[src/rtl/nvm_pkg.sv]
package nvm_pkg;
  typedef enum logic [1:0] {
    MODE_ATOMIC = 2'b00,
    MODE_ERASE  = 2'b01,
    MODE_PROG   = 2'b10,
    MODE_RSVD   = 2'b11
  } nvm_mode_e;

  localparam logic [1:0] REG_CTRL = 2'd0;
  localparam logic [1:0] REG_ADDR = 2'd1;
  localparam logic [1:0] REG_DATA = 2'd2;

  localparam int CTL_MODE_LO = 4;
  localparam int CTL_IE      = 3;
  localparam int CTL_ARM     = 2;
  localparam int CTL_STROBE  = 1;

  localparam int ATOM_TENTHS   = 34;
  localparam int SINGLE_TENTHS = 18;
endpackage

[src/rtl/nvm_arm_timer.sv]
module nvm_arm_timer #(
  parameter int WIN = 4
) (
  input  logic clk,
  input  logic rst,
  input  logic set_i,
  input  logic clr_i,
  output logic armed_o
);
  localparam int CW = (WIN > 1) ? $clog2(WIN) : 1;

  logic [CW-1:0] cnt_q;

  always_ff @(posedge clk) begin
    if (rst || clr_i) begin
      armed_o <= 1'b0;
      cnt_q   <= '0;
    end else if (set_i) begin
      armed_o <= 1'b1;
      cnt_q   <= CW'(WIN - 1);
    end else if (armed_o) begin
      if (cnt_q == '0) armed_o <= 1'b0;
      else             cnt_q   <= cnt_q - 1'b1;
    end
  end
endmodule

[src/rtl/nvm_op_timer.sv]
module nvm_op_timer import nvm_pkg::*; #(
  parameter int ATOM_CYC   = 68,
  parameter int SINGLE_CYC = 36
) (
  input  logic      clk,
  input  logic      start_i,
  input  nvm_mode_e mode_i,
  output logic      busy_o,
  output logic      done_o
);
  localparam int MAXC = (ATOM_CYC > SINGLE_CYC) ? ATOM_CYC : SINGLE_CYC;
  localparam int CW   = $clog2(MAXC + 1);

  // Deliberately not reset: an operation in progress outlives a reset.
  logic          busy_q = 1'b0;
  logic [CW-1:0] cnt_q  = '0;

  always_ff @(posedge clk) begin
    if (start_i) begin
      busy_q <= 1'b1;
      cnt_q  <= (mode_i == MODE_ATOMIC) ? CW'(ATOM_CYC - 1) : CW'(SINGLE_CYC - 1);
    end else if (busy_q) begin
      if (cnt_q == '0) busy_q <= 1'b0;
      else             cnt_q  <= cnt_q - 1'b1;
    end
  end

  assign busy_o = busy_q;
  assign done_o = busy_q && (cnt_q == '0);
endmodule

[src/rtl/nvm_array.sv]
module nvm_array #(
  parameter int AW = 6,
  parameter int DW = 8
) (
  input  logic          clk,
  input  logic          we_i,
  input  logic [AW-1:0] waddr_i,
  input  logic [DW-1:0] wdata_i,
  input  logic [AW-1:0] ra_addr_i,
  output logic [DW-1:0] ra_data_o,
  input  logic [AW-1:0] rb_addr_i,
  output logic [DW-1:0] rb_data_o
);
  localparam int DEPTH = 1 << AW;

  logic [DW-1:0] mem [DEPTH];

  initial begin
    for (int i = 0; i < DEPTH; i++) mem[i] = '1;
  end

  always_ff @(posedge clk) begin
    if (we_i) mem[waddr_i] <= wdata_i;
    ra_data_o <= mem[ra_addr_i];
    rb_data_o <= mem[rb_addr_i];
  end
endmodule

[src/rtl/nvm_write_ctrl.sv]
module nvm_write_ctrl import nvm_pkg::*; #(
  parameter int AW              = 6,
  parameter int DW              = 8,
  parameter int TICKS_PER_100US = 2,
  parameter int ARM_WIN         = 4
) (
  input  logic          clk,
  input  logic          rst,
  input  logic          bus_wr,
  input  logic [1:0]    bus_addr,
  input  logic [DW-1:0] bus_wdata,
  output logic [DW-1:0] bus_rdata,
  input  logic          gie_i,
  input  logic          spm_busy_i,
  output logic          irq_o,
  input  logic [AW-1:0] peek_addr,
  output logic [DW-1:0] peek_data
);
  localparam int ATOM_CYC   = ATOM_TENTHS * TICKS_PER_100US;
  localparam int SINGLE_CYC = SINGLE_TENTHS * TICKS_PER_100US;

  nvm_mode_e     mode_q;
  logic          ie_q;
  logic [AW-1:0] addr_q;
  logic [DW-1:0] data_q;
  logic          armed, busy, done;

  nvm_mode_e     lat_mode;
  logic [AW-1:0] lat_addr;
  logic [DW-1:0] lat_data;
  logic [DW-1:0] old_byte, new_byte;

  logic      ctrl_wr, strobe_ok, op_go;
  nvm_mode_e wr_mode;

  assign ctrl_wr   = bus_wr && (bus_addr == REG_CTRL) && !rst;
  assign wr_mode   = nvm_mode_e'(bus_wdata[CTL_MODE_LO+1:CTL_MODE_LO]);
  assign strobe_ok = ctrl_wr && bus_wdata[CTL_STROBE] && armed && !busy && !spm_busy_i;
  assign op_go     = strobe_ok && (wr_mode != MODE_RSVD);

  nvm_arm_timer #(.WIN(ARM_WIN)) u_arm (
    .clk     (clk),
    .rst     (rst),
    .set_i   (ctrl_wr && bus_wdata[CTL_ARM]),
    .clr_i   (strobe_ok),
    .armed_o (armed)
  );

  nvm_op_timer #(.ATOM_CYC(ATOM_CYC), .SINGLE_CYC(SINGLE_CYC)) u_timer (
    .clk     (clk),
    .start_i (op_go),
    .mode_i  (wr_mode),
    .busy_o  (busy),
    .done_o  (done)
  );

  nvm_array #(.AW(AW), .DW(DW)) u_array (
    .clk       (clk),
    .we_i      (done),
    .waddr_i   (lat_addr),
    .wdata_i   (new_byte),
    .ra_addr_i (lat_addr),
    .ra_data_o (old_byte),
    .rb_addr_i (peek_addr),
    .rb_data_o (peek_data)
  );

  // Register bank; the mode survives a reset taken during an operation.
  always_ff @(posedge clk) begin
    if (rst) begin
      ie_q   <= 1'b0;
      addr_q <= '0;
      data_q <= '0;
      if (!busy) mode_q <= MODE_ATOMIC;
    end else if (bus_wr) begin
      case (bus_addr)
        REG_CTRL: begin
          ie_q <= bus_wdata[CTL_IE];
          if (!busy) mode_q <= wr_mode;
        end
        REG_ADDR: addr_q <= bus_wdata[AW-1:0];
        REG_DATA: data_q <= bus_wdata;
        default: ;
      endcase
    end
  end

  // Operation operands captured at start.
  always_ff @(posedge clk) begin
    if (op_go) begin
      lat_mode <= wr_mode;
      lat_addr <= addr_q;
      lat_data <= data_q;
    end
  end

  always_comb begin
    case (lat_mode)
      MODE_ATOMIC: new_byte = lat_data;
      MODE_ERASE:  new_byte = '1;
      MODE_PROG:   new_byte = old_byte & lat_data;
      default:     new_byte = old_byte;
    endcase
  end

  // Registered read mux.
  always_ff @(posedge clk) begin
    if (rst) bus_rdata <= '0;
    else begin
      case (bus_addr)
        REG_CTRL: bus_rdata <= DW'({2'b00, mode_q, ie_q, armed, busy, 1'b0});
        REG_ADDR: bus_rdata <= DW'(addr_q);
        REG_DATA: bus_rdata <= data_q;
        default:  bus_rdata <= '0;
      endcase
    end
  end

  assign irq_o = ie_q && gie_i && !busy && !spm_busy_i;


  start_needs_arm_chk: assert property (@(posedge clk) disable iff (rst)
    $rose(busy) |-> $past(armed));


  start_not_spm_chk: assert property (@(posedge clk) disable iff (rst)
    $rose(busy) |-> !$past(spm_busy_i));


  start_not_rsvd_chk: assert property (@(posedge clk) disable iff (rst)
    $rose(busy) |-> (lat_mode != MODE_RSVD));


  mode_hold_chk: assert property (@(posedge clk) disable iff (rst)
    (busy && $past(busy)) |-> $stable(mode_q));


  irq_quiet_chk: assert property (@(posedge clk) disable iff (rst)
    (busy || spm_busy_i) |-> !irq_o);
endmodule

[config.mk]
export PLATFORM = sky130hd
export DESIGN_NAME = nvm_write_ctrl
export DESIGN_NICKNAME = d
export VERILOG_FILES = /design/src/rtl/nvm_pkg.sv /design/src/rtl/nvm_arm_timer.sv /design/src/rtl/nvm_op_timer.sv /design/src/rtl/nvm_array.sv /design/src/rtl/nvm_write_ctrl.sv
export SDC_FILE = /design/constraint.sdc
export NUM_CORES = 1
export LEC_CHECK = 0
export BUFFER_PORTS_ARGS = -buffer_cell sky130_fd_sc_hd__buf_2
export CAP_MARGIN = 0
export CORE_AREA = 2 2 222 224
export CTS_BUF_LIST = sky130_fd_sc_hd__clkbuf_4 sky130_fd_sc_hd__clkbuf_8
export CTS_CLUSTER_SIZE = 24
export DETAILED_ROUTE_END_ITERATION = 8
export DIE_AREA = 0 0 224 226
export PLACE_DENSITY = 0.7
export SLEW_MARGIN = 5
export SYNTH_ARGS = -nofsm -noshare
export SYNTH_HDL_FRONTEND = slang
export SYNTH_SLANG_ARGS = --single-unit
export TNS_END_PERCENT = 50
[constraint.sdc]
create_clock -name clk -period 3.5 [get_ports clk]
set_input_delay 0 -clock clk [delete_from_list [all_inputs] [get_ports clk]]
set_output_delay 0 -clock clk [all_outputs]
set_load 0.005 [all_outputs]
Yosys cells after proc, flatten, opt, wreduce, memory -nomap -nowiden. Memory sizes are Yosys's and may differ from the RTL's. A register that Yosys moved wholly into a read port is not among the register bits. Index checks and enable logic that the tools add are counted.

$add $sub $neg: 2. Bitwise operators: 2. Equality and inequality tests: 7. Reductions and logical operators: 31. Mux-type cells: 21.

Operator list (count): one-hot mux 8 bit (3 select lines) (2); two-way mux 7 bit (4); two-way mux 2 bit (8); logical AND 1 bit (12); AND reduction 2 bit (5); bitwise AND 8 bit (1); zero test 2 bit (4); nonzero test 2 bit (4); zero test 7 bit (1); two-way mux 1 bit (7); subtractor 7 x 1 -> 7 bit (second input constant) (1); equality test 2 x 1 -> 1 bit (second input constant) (2); equality test 2 bit (second input constant) (2); != test 2 bit (second input constant) (2); zero test 1 bit (3); AND reduction 3 bit (1); != test 2 x 1 -> 1 bit (second input constant) (1); subtractor 2 x 1 -> 2 bit (second input constant) (1); logical OR 1 bit (1); NOT 1 bit (1).

Word-level logic and storage cells: 76. Input port bits: 21. Memories kept: 1. Register bits after elaboration: 52. RAM bits: 512. Output and inout port bits: 17.

Memories: u_array.mem (words 64, bits a word 8, rd ports 2, clocked after memory_dff 2, write ports 1, RTL line nvm_array.sv:16) `logic [DW-1:0] mem [DEPTH];`.

Depth between registers and ports, before layout. Gate-level depths: netlist (run 1).

Depth after elaboration: 10. Mapped depth: 9. Mapped depth without buffers: 6.

By module. From an unflattened synthesis (run 1), not the netlist that was laid out.

Cells, all modules: 1412. Area, all modules: 26555.5 sq um.

By module, submodules not included: nvm_array (area an instance 24274.5 sq um, instances 1, seq. area each 15695.1 sq um, cells an instance 1211); nvm_write_ctrl (area an instance 1682.9 sq um, instances 1, seq. area each 1001.0 sq um, cells an instance 146); nvm_op_timer (area an instance 436.7 sq um, instances 1, seq. area each 230.2 sq um, cells an instance 40); nvm_arm_timer (area an instance 161.4 sq um, instances 1, seq. area each 60.1 sq um, cells an instance 15).

Worst setup path after synthesis (run 1). Ideal clock, no wire load.

Path kind: reg2reg. Start point: register lat_mode[0]. End point: memory u_array.mem[0][0], data pin. Arrival: 2.359 ns. Stages on the path, launching flop included: 4. Setup slack: 0.592 ns. Library setup time: 0.549 ns. Path buffers: 1. Clock period less this slack: 2.908 ns. Data required time: 2.951 ns. Cell sequence: edfxtp_1 > clkbuf_1 > nor2_1 > a21oi_1.

Longest elaborated chain between the ends: 2. Elaborated cells on any way between the ends: 4. Those cells by class: eq/ne (2); mux (1); reduce/logical (1).

RTL lines: start: declaration (RTL line nvm_write_ctrl.sv:28) `nvm_mode_e lat_mode;`; start signal: assignment (RTL line nvm_write_ctrl.sv:91) `lat_mode <= wr_mode;`; equality test 2 bit (tied with other cells) (RTL line nvm_write_ctrl.sv:98) `case (lat_mode)`; one-hot mux 8 bit (3 select lines) * (RTL line nvm_write_ctrl.sv:98); via new_byte[0] (RTL line nvm_write_ctrl.sv:31) `logic [DW-1:0] old_byte, new_byte;`; end: declaration (RTL line nvm_array.sv:16).

The timed path passes the listed nets; every way through them passes the cells marked *.

Final worst setup path (run 1).
Start point: register lat_addr[0]. End point: memory u_array.mem[11][2] (enable).

RTL lines: start: declaration (RTL line nvm_write_ctrl.sv:29) `logic [AW-1:0] lat_addr;`; start signal: assignment (RTL line nvm_write_ctrl.sv:92) `lat_addr <= addr_q;`.

No word-level cell before the write port.

==> impl_results.md, run 1 <==
* Status: finished clean
* Clock sink total at 580
* Syn nets at 1658
* Number of setup violations in the final report at 0
* CTS root buf: clkbuf_8
* Sw frac at 21.9%
* Metal3 WL at 10.5 mm
* Min-Delay Path Class: input port to flip-flop
* Slowest cell on crit path: nand2_1
* Setup WS pre-CTS at 0.387 ns
* Final wirelength at 83.9 mm
* Gr usage total at 33.7%
* Largest cells by area after synthesis: edfxtp_1 (60%), mux4_2 (15%), dfxtp_1 (3.2%)
* Post-route ant nets at 0
* H-tree depth at 3
* Top Ports at 38
* Cell area after synthesis at 26700 um^2
* Final #Nets at 1831
* I/O Buffers at 37
* Starting DRT DRC Count at 3062
* FF+latch count, synth at 580
* Chip Width at 224 um
* Die height at 226 um
* CTS max path bufs at 3
* Power per Cell Area at 458 nW/um^2
* WL/cell at 33.5 um
* Maximum number of pins on one net before global-route repair at 65
* Ys flop type: edfxtp_1
* Via density at 7.13
* Hold_buf cts at 30
* CTS tree: built
* P_int at 10.9 mW
* Metal2 WL at 38.3 mm
* Combinational share of power at 4.0%
* Clk pwr share at 42.2%
* Post-CTS Setup Bufs at 0
* Worst-Margin Slew at 0.974 ns
* Post-Synthesis Cells at 1634
* CTS Buf Count at 93
* Slew HR at 34.9%
* Core Rows at 81
* Grt total ovfl at 0
* Clock Skews at 0.0385 ns
* Fmax at 306 MHz
* Maximum VDD drop at 0.000458 V
* Critical path buffer and inverter count at 2
* Multi-input gate area at 9080 um^2
* Number of distinct library cells after synthesis at 59
* DRC Markers at 0
* Number of global-route vias before repair at 17.3k
* RSZ-0062 raised after global routing: false
* FFs w/ async S/R, synth at 0%
* Crit-path max cell delay at 0.81 ns
* Layout cell share with drive strength beyond 1 at 31.4%
* Worst setup margin at 0.232 ns
* Fillers at 3410
* Top post-synthesis cells by count: edfxtp_1 (537), mux4_2 (181), nor2_1 (111)
* Post-synth EDFFs at 537
* Critical path data required time at 3.89 ns
* Total power draw at 13.9 mW
* Syn_area_per_cell at 16.3 um^2
* Area added between synthesis and finish at 14.1%
* Setup TNS at 0 ns
* Worst EP arrival at 3.65 ns
* Post-detail-place hpwl at 55.2 mm
* First-pass GRT wire length at 121 mm
* Max_cap viols at 0
* Crit-path cells: buf_12 > and2_1 > nand2_1 > nor2_1 > buf_4
* Initial Util at 55.1%
* Post-layout util at 62.9%
* M1 wire length at 30.6 mm
* Seq pwr share at 53.8%
* Post-CTS Resized at 0
* GP Congestion at 0.991
* Worst Setup Start Kind: flip-flop
* Sequential area share after synthesis at 63.7%
* Yosys warnings at 0
* Max-slew violations at 0
* Synth area leader: edfxtp_1
* CP max FO at 40
* Top sig layer: met4
* CP delay by family, top: simple AND/OR/NAND/NOR gates
* Initial antenna violation count at 0
* Worst Setup End Kind: flip-flop
* Static Leak at 10.1 nW
* Tmin final at 3.27 ns
* Fin crit share at 93.4%
* Drt pass-1 iters at 8
* Hold Vio Cnt, Final at 0
* Vias at 17.9k
* Core area at 48300 um^2
* Antenna Cells at 0
* Register area at 17000 um^2
* Area share of the largest cell type after synthesis at 60.5%
* Crit Path Class: flip-flop to flip-flop
* CTS clk-pin slew, worst paths at 0.06 ns
* Top-count cell post-synth: edfxtp_1
* Die ar. at 50600 um^2
* Clk Latency, worst-skew pair at 0.70 ns
* NetSw at 3.04 mW
-- cell families (layout without fill, tap and decap cells) --
group / Yosys count / after routing / synth area share (%)
compound gates: 286 / 286 / 7.71
buf+inv: 142 / 391 / 2.58
flops: 580 / 580 / 63.7
simple gates: 319 / 319 / 5.65
mux: 298 / 298 / 20.0
fa+ha+maj: 3 / 3 / 0.141
xor+xnor: 6 / 6 / 0.197
-- metal layers --
layer  up-vias  track usage [%]
met5         -                0
met4         0             15.9
met3       293             8.29
met2      1432             51.3
met1      9027             46.2
li1       7103                -
-- state kept, by name, indices dropped and copies added, names as in the netlist --
| name | count |
|---|---|
| u_array.mem | 512 |
| bus_rdata | 8 |
| data_q | 8 |
| lat_data | 8 |
| u_array.ra_data_o | 8 |
| u_array.rb_data_o | 8 |
| u_timer.cnt_q | 7 |
| addr_q | 6 |
| lat_addr | 6 |
| lat_mode | 2 |
| mode_q | 2 |
| u_arm.cnt_q | 2 |
| ie_q | 1 |
| u_arm.armed_o | 1 |
| u_timer.busy_o | 1 |
-- cell usage in the layout (no fill, tap or decap), types with 21 or more instances in the layout --
cell	count
nand2_1	79
clkbuf_4	28
o21ai_0	21
buf_4	130
edfxtp_1	537
a21oi_1	46
a22oi_1	62
a221oi_1	47
clkbuf_8	97
clkinv_2	21
o22ai_1	32
buf_2	34
nor2_1	109
mux2i_1	51
nand3_1	44
dfxtp_1	43
mux2_2	66
mux4_2	181
dlygate4sd3_1	30
-- stage by stage --
stage | std cells | hold slack [ns] | area (um^2)
after floorplan | 1634 | 0.0989 | 26700
after global placement | 2304 | 0.275 | 28200
after detailed placement | 2304 | 0.273 | 28200
after CTS | 2505 | 0.0573 | 30400
after global routing | 2505 | 0.119 | 30400
final | 2505 | 0.119 | 30400
-- area by class of cell --
cell class / instances / area share [%]
Multi-Input combinational cell: 912 / 29.9
Clock inverter: 47 / 1.08
Clock buffer: 124 / 5.04
Timing Repair Buffer: 204 / 5.40
Inverter: 16 / 0.198
Tap cell: 622 / 2.56
Sequential cell: 580 / 55.9
-- power groups by stage --
stage / Clock (mW) / Combinational [mW] / Sequential, mW
after floorplan: 0 / 0.341 / 7.63
after global placement: 0 / 0.512 / 7.63
after detailed placement: 0 / 0.516 / 7.63
after CTS: 5.93 / 0.539 / 7.49
after global routing: 6.22 / 0.572 / 7.48
final: 5.87 / 0.553 / 7.49
-- path summary, 6_finish.rpt --
kind	from	cells past startpoint	end	slack, ns
setup reg to reg	lat_addr[0]	5	u_array.mem[11][2]	0.23
hold reg to reg	data_q[6]	0	lat_data[6]	0.46
setup / recovery	lat_addr[0]	5	u_array.mem[11][2]	0.23
hold / removal	peek_addr[1]	4	u_array.rb_data_o[0]	0.12
-- worst register-to-register path, stage by stage (launching register included) --
cell and delay [ns]:
edfxtp_1 0.48, buf_12 0.27, and2_1 0.83, nand2_1 0.81, nor2_1 0.35, buf_4 0.22
No activity file was read; power rests on OpenSTA's default activity.
==> run 2: changes to the inputs <==
--- a/config.mk
+++ b/config.mk
@@ -7,12 +7,12 @@
 export LEC_CHECK = 0
 export BUFFER_PORTS_ARGS = -buffer_cell sky130_fd_sc_hd__buf_2
 export CAP_MARGIN = 0
-export CORE_AREA = 2 2 222 224
+export CORE_AREA = 2 2 262 264
 export CTS_BUF_LIST = sky130_fd_sc_hd__clkbuf_4 sky130_fd_sc_hd__clkbuf_8
 export CTS_CLUSTER_SIZE = 24
 export DETAILED_ROUTE_END_ITERATION = 8
-export DIE_AREA = 0 0 224 226
-export PLACE_DENSITY = 0.7
+export DIE_AREA = 0 0 264 266
+export PLACE_DENSITY = 0.53
 export SLEW_MARGIN = 5
 export SYNTH_ARGS = -nofsm -noshare
 export SYNTH_HDL_FRONTEND = slang
==> impl_results.md, run 2 (synthesis results as in run 1) <==
* Status: finished clean
* RSZ-0062 raised after global routing: false
* Via density at 6.31 (-11%)
* Slew HR at 22.8% (-12 points)
* Clock Skews at 0.0421 ns (+0.00358 ns)
* CP max FO at 8 (-80%)
* Hold WS at 0.127 ns (+0.00784 ns)
* Max_cap viols at 0 (unchanged)
* Reg2reg start: u_timer.cnt_q[2]
* CTS clk-pin slew, worst paths at 0.06 ns (about the same)
* Final #Nets at 1856 (+1.4%)
* Sw frac at 22.7% (+0.84 points)
* Maximum VDD drop at 0.000271 V (-41%)
* NetSw at 3.25 mW (+6.9%)
* GP Congestion at 0.942 (-5.0%)
* Initial antenna violation count at 5 (+5)
* Top Ports at 38 (unchanged)
* Drt pass-1 iters at 6 (-2)
* Initial Util at 39.3% (-16 points)
* First-pass GRT wire length at 131 mm (+8.5%)
* Number of global-route vias before repair at 17.7k (+2.2%)
* Reg with most FFs: u_array.mem
* Layout cell share with drive strength beyond 1 at 32.0% (+0.54 points)
* Max-slew violations at 0 (unchanged)
* Tmin final at 3.20 ns (-0.0639 ns)
* Worst-Margin Slew at 1.16 ns (+0.182 ns)
* Core area at 67700 um^2 (+40%)
* Final cell count without fillers at 2801 (+12%)
* Setup TNS at 0 ns (unchanged)
* Hold_buf cts at 29 (-3.3%)
* Placed Cells incl. Taps at 2583 (+12%)
* Clock sink total at 580 (unchanged)
* Post-detail-place hpwl at 60.8 mm (+10%)
* Die height at 266 um (+18%)
* Final wirelength at 91.6 mm (+9.1%)
* Number of setup violations in the final report at 0 (unchanged)
* Combinational share of power at 4.0% (about the same)
* Post-CTS Resized at 0 (unchanged)
* Power per Cell Area at 461 nW/um^2 (+0.74%)
* Minimum setup slack among reg-to-reg paths at 0.30 ns (+0.06 ns)
* Post-CTS Setup Bufs at 0 (unchanged)
* Hold Vio Cnt, Final at 0 (unchanged)
* Min-Delay Path Class: input port to flip-flop
* CTS max path bufs at 3 (unchanged)
* Starting DRT DRC Count at 2533 (-17%)
* Die ar. at 70200 um^2 (+39%)
* WL/cell at 32.7 um (-2.4%)
* Fin crit share at 91.5% (-1.8 points)
* P_int at 11.1 mW (+1.9%)
* Gr usage total at 26.1% (-7.6 points)
* Hold Path Origin: bus_wdata[5]
* Fmax at 312 MHz (+2.0%)
* CP startpoint: u_timer.cnt_q[2]
* Worst EP arrival at 3.62 ns (-0.03 ns)
* Crit Path Class: flip-flop to flip-flop
* CTS tree: built
* Area added between synthesis and finish at 16.6%
* H-tree depth at 3 (unchanged)
* CTS root buf: clkbuf_8
* Max reg flops at 512 (unchanged)
* Seq pwr share at 52.3% (-1.5 points)
* Maximum number of pins on one net before global-route repair at 70 (+7.7%)
* Grt total ovfl at 0 (unchanged)
* DRC Markers at 0 (unchanged)
* Most common cell after layout, fill and taps aside: edfxtp_1
* Post-route ant nets at 0 (unchanged)
* Static Leak at 10.3 nW (+1.8%)
* Worst Setup Start Kind: flip-flop
* Chip Width at 264 um (+18%)
* Critical path data required time at 3.92 ns (+0.03 ns)
* Clk pwr share at 43.7% (+1.5 points)
* Most frequent cells in the layout: edfxtp_1 (537), mux4_2 (181), buf_4 (145), nor2_1 (109), clkbuf_8 (109)
* Worst Setup End Kind: flip-flop
* Vias at 17.7k (-0.96%)
* Core Rows at 96 (+19%)
* Clk Latency, worst-skew pair at 0.74 ns (+0.04 ns)
* CTS Buf Count at 100 (+7.5%)
* I/O Buffers at 37 (unchanged)
[run 2: worst paths after layout]
kind,endpoint,depth (start not counted)
max,u_array.mem[50][5],6
min reg2reg,lat_data[6],0
max reg2reg,u_array.mem[50][5],6
min,lat_mode[1],2
[run 2: final cells by class]
class	count	area [um^2]
fill	5940	36700
multi-input combinational	912	9080
clock buffer	126	1620
timing repair buffer	222	1820
sequential	580	17000
inverter	16	60.1
antenna	2	5.00
tap	882	1100
clock inverter	61	398
[run 2: layer usage]
metal	up-vias	track usage, %	share of wire [%]
met5	-	0	0.014
met4	2	11.6	4.6
met3	234	5.93	9.5
met2	1081	40.2	46
met1	9222	35.7	40
li1	7145	-	-
[run 2: metrics by stage]
stage          setup WS [ns]  util (%)  power (mW)  instance area (um^2)
6_report               0.296      45.9        14.3                 31100
5_1_grt                0.168      45.9        14.8                 31100
4_1_cts                0.348      45.9        14.4                 31100
3_3_place_gp           0.469      42.5        8.18                 28800
3_5_place_dp           0.431      42.5        8.18                 28800
2_1_floorplan          0.592         -        7.97                 26700
[run 2: worst max-delay path: stages, from the launching register on]
cell and delay (ns):
edfxtp_1 0.45, nor4_1 0.53, and4b_1 0.49, and2_1 0.25
nand2_1 0.59, nor2_1 0.36, buf_4 0.22
[run 2: power groups by stage]
stage          Combinational (mW)  Clock (mW)  Sequential (mW)
2_1_floorplan               0.341           0             7.63
3_3_place_gp                0.544           0             7.64
3_5_place_dp                0.542           0             7.64
4_1_cts                     0.565        6.38             7.49
5_1_grt                     0.596        6.68             7.49
6_report                    0.573        6.26             7.49
==> run 3: changes to the inputs <==
--- a/config.mk
+++ b/config.mk
@@ -5,13 +5,14 @@
 export SDC_FILE = /design/constraint.sdc
 export NUM_CORES = 1
 export LEC_CHECK = 0
+export ABC_AREA = 1
 export BUFFER_PORTS_ARGS = -buffer_cell sky130_fd_sc_hd__buf_2
 export CAP_MARGIN = 0
-export CORE_AREA = 2 2 262 264
+export CORE_AREA = 2 2 274 276
 export CTS_BUF_LIST = sky130_fd_sc_hd__clkbuf_4 sky130_fd_sc_hd__clkbuf_8
 export CTS_CLUSTER_SIZE = 24
 export DETAILED_ROUTE_END_ITERATION = 8
-export DIE_AREA = 0 0 264 266
+export DIE_AREA = 0 0 276 278
 export PLACE_DENSITY = 0.53
 export SLEW_MARGIN = 5
 export SYNTH_ARGS = -nofsm -noshare
==> impl_results.md, run 3 <==
* Top Ports at 38 (unchanged)
* Initial Util at 39.7% (+0.31 points)
* Power per Cell Area at 444 nW/um^2 (-3.6%)
* Via density at 5.39 (-15%)
* Fin crit share at 81.0% (-11 points)
* Most frequent cells in the layout: nand2_1 (1908), edfxtp_1 (537), nand3_1 (446), clkbuf_8 (110), a21oi_1 (100)
* Max reg flops at 512 (unchanged)
* Top post-synthesis cells by count: nand2_1 (1908), edfxtp_1 (537), nand3_1 (446)
* Final #Nets at 3560 (+92%)
* Fillers at 7272 (+22%)
* Worst Setup Start Kind: flip-flop
* Clock Skews at 0.0396 ns (-0.00246 ns)
* Hold_buf cts at 30 (+3.4%)
* Worst-Margin Slew at 1.03 ns (-0.123 ns)
* Ys flop type: edfxtp_1
* I/O Buffers at 37 (unchanged)
* Core Rows at 100 (+4.2%)
* Reg with most FFs: u_array.mem
* Post-synthesis adder-cell area fraction at 0.128% (-0.013 points)
* Tmin final at 2.83 ns (-0.370 ns)
* Layout cell share with drive strength beyond 1 at 8.40% (-24 points)
* FFs w/ async S/R, synth at 0% (unchanged)
* CTS max path bufs at 3 (unchanged)
* Status: finished, violations left
* Post-CTS Setup Bufs at 0 (unchanged)
* Worst Setup End Kind: flip-flop
* Largest family of logic cells by synthesized area: simple AND/OR/NAND/NOR gates
* Most common cell after layout, fill and taps aside: nand2_1
* Starting DRT DRC Count at 2784 (+9.9%)
* FF+latch count, synth at 580 (unchanged)
* Gr usage total at 25.6% (-0.49 points)
* Sequential area share after synthesis at 58.0% (-5.7 points)
* Post-CTS Resized at 0 (unchanged)
* Largest cells by area after synthesis: edfxtp_1 (55%), nand2_1 (24%), nand3_1 (7.6%)
* Multiplexer share of the synthesized area at 0% (-20 points)
* Maximum number of pins on one net before global-route repair at 141 (+100%)
* Static Leak at 13.6 nW (+32%)
* Post-detail-place hpwl at 58.1 mm (-4.4%)
* Yosys warnings at 0 (unchanged)
* Area share of the largest cell type after synthesis at 55.1% (-5.4 points)
* GP Congestion at 0.878 (-6.8%)
* Simple-gate area share of the yosys netlist at 34.3% (+29 points)
* Compound-Gate Fraction of Synth Area at 2.79% (-4.9 points)
* Number of global-route vias before repair at 23.7k (+34%)
* RSZ-0062 raised after global routing: false
* Syn_area_per_cell at 8.34 um^2 (-49%)
* Core area at 73800 um^2 (+9.0%)
* Maximum VDD drop at 0.000263 V (-2.9%)
* Setup WS pre-CTS at 0.649 ns (+0.218 ns)
* WL/cell at 21.7 um (-34%)
* Top-count cell post-synth: nand2_1
* Post-Synthesis Cells at 3509 (+110%)
* Xor-xnor portion of the synthesized cell area at 0.0897% (-0.11 points)
* Worst EP arrival at 3.16 ns (-0.46 ns)
* Max-slew violations at 0 (unchanged)
* CTS Buf Count at 100 (unchanged)
* Critical path data required time at 3.82 ns (-0.10 ns)
* DRC Markers at 2 (+2)
* Post-synth EDFFs at 537 (unchanged)
* Clk Latency, worst-skew pair at 0.71 ns (-0.03 ns)
* Drt pass-1 iters at 8 (+2)
* Initial antenna violation count at 2 (-3)
* Crit Path Class: flip-flop to flip-flop
* Number of setup violations in the final report at 0 (unchanged)
* CTS clk-pin slew, worst paths at 0.06 ns (about the same)
* Syn nets at 3533 (+110%)
* Die ar. at 76700 um^2 (+9.3%)
* Cell area after synthesis at 29300 um^2 (+9.8%)
* Synth area leader: edfxtp_1
* Number of distinct library cells after synthesis at 33 (-44%)
* Chip Width at 276 um (+4.5%)
* CP max FO at 8 (unchanged)
* Hold Vio Cnt, Final at 0 (unchanged)
* Violated checks: design-rule violations
* Grt total ovfl at 0 (unchanged)
* Worst setup margin at 0.666 ns (+0.370 ns)
* Clock sink total at 580 (unchanged)
* H-tree depth at 3 (unchanged)
* Final wirelength at 99.5 mm (+8.6%)
* Fmax at 353 MHz (+13%)
* Die height at 278 um (+4.5%)
* CTS root buf: clkbuf_8
* Max_cap viols at 0 (unchanged)
* First-pass GRT wire length at 149 mm (+14%)
* Area added between synthesis and finish at 11.9%
* Post-route ant nets at 0 (unchanged)
* Slew HR at 30.9% (+8.1 points)
* Vias at 24.7k (+40%)
* Setup TNS at 0 ns (unchanged)
* CTS tree: built
* Min-Delay Path Class: input port to flip-flop
[run 3: kinds of logic after synthesis]
kind of cell / after synthesis
and+or+nand+nor: 2486
DFF: 580
buffers and inverters: 277
AOI/OAI and AO/OA: 160
xor gates and xnor gates: 3
adders and majority gates: 3
[run 3: power breakdown]
part | leakage [nW] | switching, mW | internal, mW
Sequential | 5.16 | 0.0103 | 7.48
Combinational | 7.37 | 0.531 | 0.219
Clock | 1.07 | 2.85 | 3.46
[run 3: path summary, 6_finish.rpt]
kind / start / endpoint / slack (ns) / cells after the start
hold / removal: peek_addr[4] / u_array.rb_data_o[4] / 0.07 / 4
setup / recovery: u_timer.cnt_q[2] / u_array.mem[62][0] / 0.67 / 5
hold reg to reg: data_q[7] / lat_data[7] / 0.43 / 0
setup reg to reg: u_timer.cnt_q[2] / u_array.mem[62][0] / 0.67 / 5
[run 3: layout make-up]
class	instances	area (um^2)	area share (%)
flip-flops and latches	580	17000	51.9
multi-input cells	2652	11000	33.6
clock buffers	139	1730	5.27
repair buffers	145	1310	3.99
well taps	969	1210	3.70
clock inverters	44	287	0.875
inverters	57	234	0.714
diodes	2	5.00	0.0153
[run 3: worst max-delay path, stage by stage, from the launching register on]
cell and delay (ns):
edfxtp_1 0.47, nor4_4 0.36, nand3_2 0.18, nor2_8 0.23, nand2_2 0.34, nor2_1 0.86
[run 3: stage by stage]
stage               util, %  power, mW  area (um^2)  hold slack, ns  instances
finish                 44.4       14.6        32800          0.0719       4588
CTS                    44.4       14.6        32800         0.00205       4586
global route           44.4       15.0        32800          0.0406       4588
floorplan                 -       8.07        29300          0.0844       3509
detailed placement     41.2       8.35        30400           0.274       4373
global placement       41.2       8.35        30400           0.268       4373
[run 3: layer usage]
metal  up-vias  global-route usage [%]  wire (um)
met4         0                    8.38       3030
met2      1075                    41.2      45800
met3       210                    3.64       7570
li1      11600                       -          -
met1     11800                    35.8      43100
met5         -                       0          0
